[config.mk]
export PLATFORM = sky130hd
export DESIGN_NAME = embclk_serializer
export DESIGN_NICKNAME = d
export VERILOG_FILES = /design/src/rtl/embclk_serializer.sv
export SDC_FILE = /design/constraint.sdc
export NUM_CORES = 1
export LEC_CHECK = 0
export BUFFER_PORTS_ARGS = -buffer_cell sky130_fd_sc_hd__buf_4
export CAP_MARGIN = 25
export CELL_PAD_IN_SITES_DETAIL_PLACEMENT = 1
export CELL_PAD_IN_SITES_GLOBAL_PLACEMENT = 1
export CORE_MARGIN = 5
export CORE_UTILIZATION = 40
export CTS_CLUSTER_SIZE = 10
export DETAILED_ROUTE_END_ITERATION = 10
export PLACE_DENSITY = 0.81
export SYNTH_ARGS = -nofsm -noshare
export SYNTH_HDL_FRONTEND = slang
export SYNTH_SLANG_ARGS = --single-unit
[constraint.sdc]
create_clock -name clk_bit -period 2.15 [get_ports clk_bit]
set_input_delay 0.3225 -clock clk_bit [delete_from_list [all_inputs] [get_ports clk_bit]]
set_output_delay 0.3225 -clock clk_bit [all_outputs]
set_load 0.01 [all_outputs]
[src/rtl/embclk_serializer.sv]
module embclk_serializer #(
  parameter int WORD_W = 10
) (
  input  logic              clk_bit,
  input  logic              rst_n,
  input  logic              clk_word,
  input  logic              edge_sel,
  input  logic [WORD_W-1:0] word_in,
  input  logic              sync_a,
  input  logic              sync_b,
  input  logic              data_en,
  input  logic              pwr_dn,
  output logic              ser_out,
  output logic              ser_oe
);
  localparam int FRAME_W   = WORD_W + 2;
  localparam int CNT_W     = $clog2(FRAME_W);
  localparam int LAST      = FRAME_W - 1;
  localparam int SYNC_ONES = FRAME_W / 2;
  localparam logic [FRAME_W-1:0] SYNC_PAT =
    {{(FRAME_W-SYNC_ONES){1'b0}}, {SYNC_ONES{1'b1}}};

  logic              cw_q;
  logic [WORD_W-1:0] hold;
  logic [CNT_W-1:0]  cnt;
  logic [FRAME_W-1:0] shreg;

  wire cap      = edge_sel ? (clk_word & ~cw_q) : (~clk_word & cw_q);
  wire sync_req = sync_a | sync_b;
  wire at_end   = (cnt == CNT_W'(LAST));
  wire [FRAME_W-1:0] data_frame = {1'b0, hold, 1'b1};

  always_ff @(posedge clk_bit) begin
    if (!rst_n) begin
      cw_q <= 1'b0;
      hold <= '0;
    end else begin
      cw_q <= clk_word;
      if (cap) hold <= word_in;
    end
  end

  always_ff @(posedge clk_bit) begin
    if (!rst_n || pwr_dn) begin
      cnt   <= CNT_W'(LAST);
      shreg <= '0;
    end else if (at_end) begin
      cnt   <= '0;
      shreg <= sync_req ? SYNC_PAT : data_frame;
    end else begin
      cnt   <= cnt + 1'b1;
      shreg <= shreg >> 1;
    end
  end

  assign ser_oe  = data_en & ~pwr_dn;
  assign ser_out = ser_oe & shreg[0];
endmodule

==> flow_summary.toml <==
[outcome]
status = "finished clean"

[final_layout]
seq_area_um2 = 520
finalNetCount = 151
drive_gt1_share_pct = 19.2
multiInputGateArea_um2 = 458
fillers = 309
area_growth_pct = 17.9
fin_area_um2 = 1190
diodes = 0

[worst_hold_path]
hold_path_startpoint = "clk_word"
whs_path_depth = 2
hp-class = "primary input to register"
holdPathEnd = "cw_q$_SDFF_PN0_"

[place]
pre_cts_slack_ps = 846
port_buffers = 19
gp_congestion = 0.725
place_area_um2 = 1170
dp_hpwl_um = 1500

[synth]
synth_flop_cell = "dfxtp_1"
synth_edf_count = 0
synth_cells = 112
ys_top_cells_by_count = "26 x dfxtp_1, 25 x nand2_1, 11 x nor3_1, 10 x mux2i_1, 9 x nor2_1"
synth.most_common_cell = "dfxtp_1"
yosys_warnings = 0
netlist_top_cells_area = "dfxtp_1 52%, mux2i_1 9.9%, nand2_1 9.3%"
synth_cell_type_count = 23
syn_nets = 131
ys_seq_area_share_pct = 51.6
synth_area_um2 = 1010
postSynthAreaPerCell_um2 = 9.00
ys_ff_latch = 26
yosysTopAreaCell = "dfxtp_1"
async_flop_share_pct = 0
yosysTopAreaCellShare_pct = 51.6

[worst_setup_path]
worstPathArrival_ps = 1500
cp_max_fo = 9
end_kind = "register"
crit_chain = "ha_1 > nand3b_1 > nor3_1 > nor3_1"
cpMostUsedCell = "nor3_1"
crit_type = "register to register"
cp_slowest_cell = "dfxtp_1"
crit-reg2reg-launch = "cnt[0]$_SDFF_PP1_"
r2r-end = "shreg[5]$_SDFF_PP0_"
slowest_delay_ps = 370
r2r_setup_slack_ps = 850
r2r_cells = 4
worstPathRequired_ps = 2350
cp-start-kind = "register"

[power_and_ir_drop]
p_int_mw = 0.633
irDropWorstVdd_mv = 0.383
power.leakage_nw = 0.528
p_sw_share_pct = 24.7
p_switching_mw = 0.208
p_per_area_nw_per_um2 = 707
seq_power_share_pct = 61.9
p_clk_share_pct = 23.3
power_mw = 0.841
p_comb_share_pct = 14.8

[routing]
via_per_inst = 5.01
drc_errors = 0
ant_nets = 0
drt-total-wl_um = 1960
drtIter0Drc = 9
wl_per_cell_um = 12.2
firstDrtPassIters = 4
dr_total_vias = 801

[clock_network]
ctsHoldBuffers = 0
path_clk_slew_ps = 120
cts_tree = "done"
worstSkewPairLatency_ps = 310
cts_buffers = 3
numClockSinks = 26
clockBufferDepth = 2
clockRootBuffer = "clkbuf_4"
cts_resized = 0
post_cts_buffers = 0
htreeDepth = 1

[grt]
grt_max_degree = 24
grt_pass1_vias = 823
track_usage_pct = 12.3
grt_pass1_wl_um = 3350
antenna_found_initial = 0
grt_overflow = 0

[floorplan]
dieWidth_um = 60.2
rows = 18
core_um2 = 2450
ios = 20
start_util_pct = 41.1
die_area_um2 = 3630
dieHeight_um = 60.2

[sta]
report.final.slew_viol_count = 0
finalHoldViolations = 0
worstMarginPinSlew_ps = 422
rsz0062_at_grt = "no"
fin_ws_ps = 850
timing.final.crit_share_pct = 60.5
setup_tns_ps = 0
skew_ps = 0.981
final-setup-viol-count = 0
min_period_ps = 1300
fmax_ghz = 0.769
slew_headroom_pct = 71.8

[flow_run]
drv_cap = 0
[cells by family after synthesis]
logic type	after synthesis	synth area share, %
buf+inv	5	2.98
xor+xnor	2	1.74
compound gates	7	3.85
fa+ha+maj	1	1.24
flops	26	51.6
simple gates	61	28.7
mux	10	9.93
[power by group through the flow]
stage               registers, mW  clock network, mW  logic [mW]
detailed placement          0.532                  0       0.127
CTS                         0.521              0.213       0.127
finish                      0.521              0.196       0.124
floorplan                   0.527                  0      0.0888
global placement            0.531                  0       0.121
global route                0.524              0.229       0.140
[per-stage QoR]
| step | hold slack (ps) | util, % | std cells |
|---|---|---|---|
| finish | 225 | 48.4 | 160 |
| global route | 217 | 48.4 | 160 |
| detailed placement | 432 | 47.5 | 157 |
| global placement | 426 | 47.5 | 157 |
| CTS | 211 | 48.4 | 160 |
| floorplan | 416 | - | 112 |
[flip-flops by register name, summed over array words and instances (netlist names)]
signal,flops
hold,10
cw_q,1
shreg,11
cnt,4
[metal layers]
metal | up-vias | global-route usage (%) | share of wire [%]
li1 | 412 | - | -
met1 | 369 | 14.9 | 46
met2 | 16 | 20.7 | 47
met3 | 4 | 1.94 | 5.2
met4 | 0 | 6.65 | 1.6
met5 | - | 0 | 0
[worst max-delay path by stage]
| stage | from | to | slack [ps] | cells after the start |
|---|---|---|---|---|
| 2_1_floorplan | cnt[0]$_SDFF_PP1_ | shreg[7]$_SDFF_PP0_ | 1000 | 5 |
| 3_3_place_gp | rst_n | cnt[3]$_SDFF_PP1_ | 890 | 3 |
| 3_5_place_dp | cnt[0]$_SDFF_PP1_ | shreg[5]$_SDFF_PP0_ | 850 | 4 |
| 4_1_cts | cnt[0]$_SDFF_PP1_ | shreg[5]$_SDFF_PP0_ | 820 | 4 |
| 5_1_grt | cnt[0]$_SDFF_PP1_ | shreg[4]$_SDFF_PP0_ | 700 | 4 |
| 6_report | cnt[0]$_SDFF_PP1_ | shreg[5]$_SDFF_PP0_ | 850 | 4 |
[area by class of cell]
class / count / share of cell area [%]
well taps: 30 / 3.16
clock buffers: 3 / 1.89
flip-flops and latches: 26 / 43.8
repair buffers: 20 / 12.6
multi-input cells: 81 / 38.5
[cell usage in the layout, fill, tap and decap left out, types with 2 or more instances in the layout]
master    Yosys  final
dfxtp_1      26     26
buf_4         1     20
nand3_1       4      4
mux2i_1      10     10
nor3_1       11     11
nand2b_1      2      2
nor2_1        9      9
clkbuf_4      0      3
and2_1        2      2
a21oi_1       5      5
xnor2_1       2      2
nand2_1      25     25
nor2b_1       2      2
[critical path: cells and delay by family, from the launching register on]
family | cells | cell delay [ps]
AND/OR/NAND/NOR | 3 | 590
flip-flops | 1 | 370
adder cells (fa/ha/maj) | 1 | 230
No activity file was read; power rests on OpenSTA's default activity.
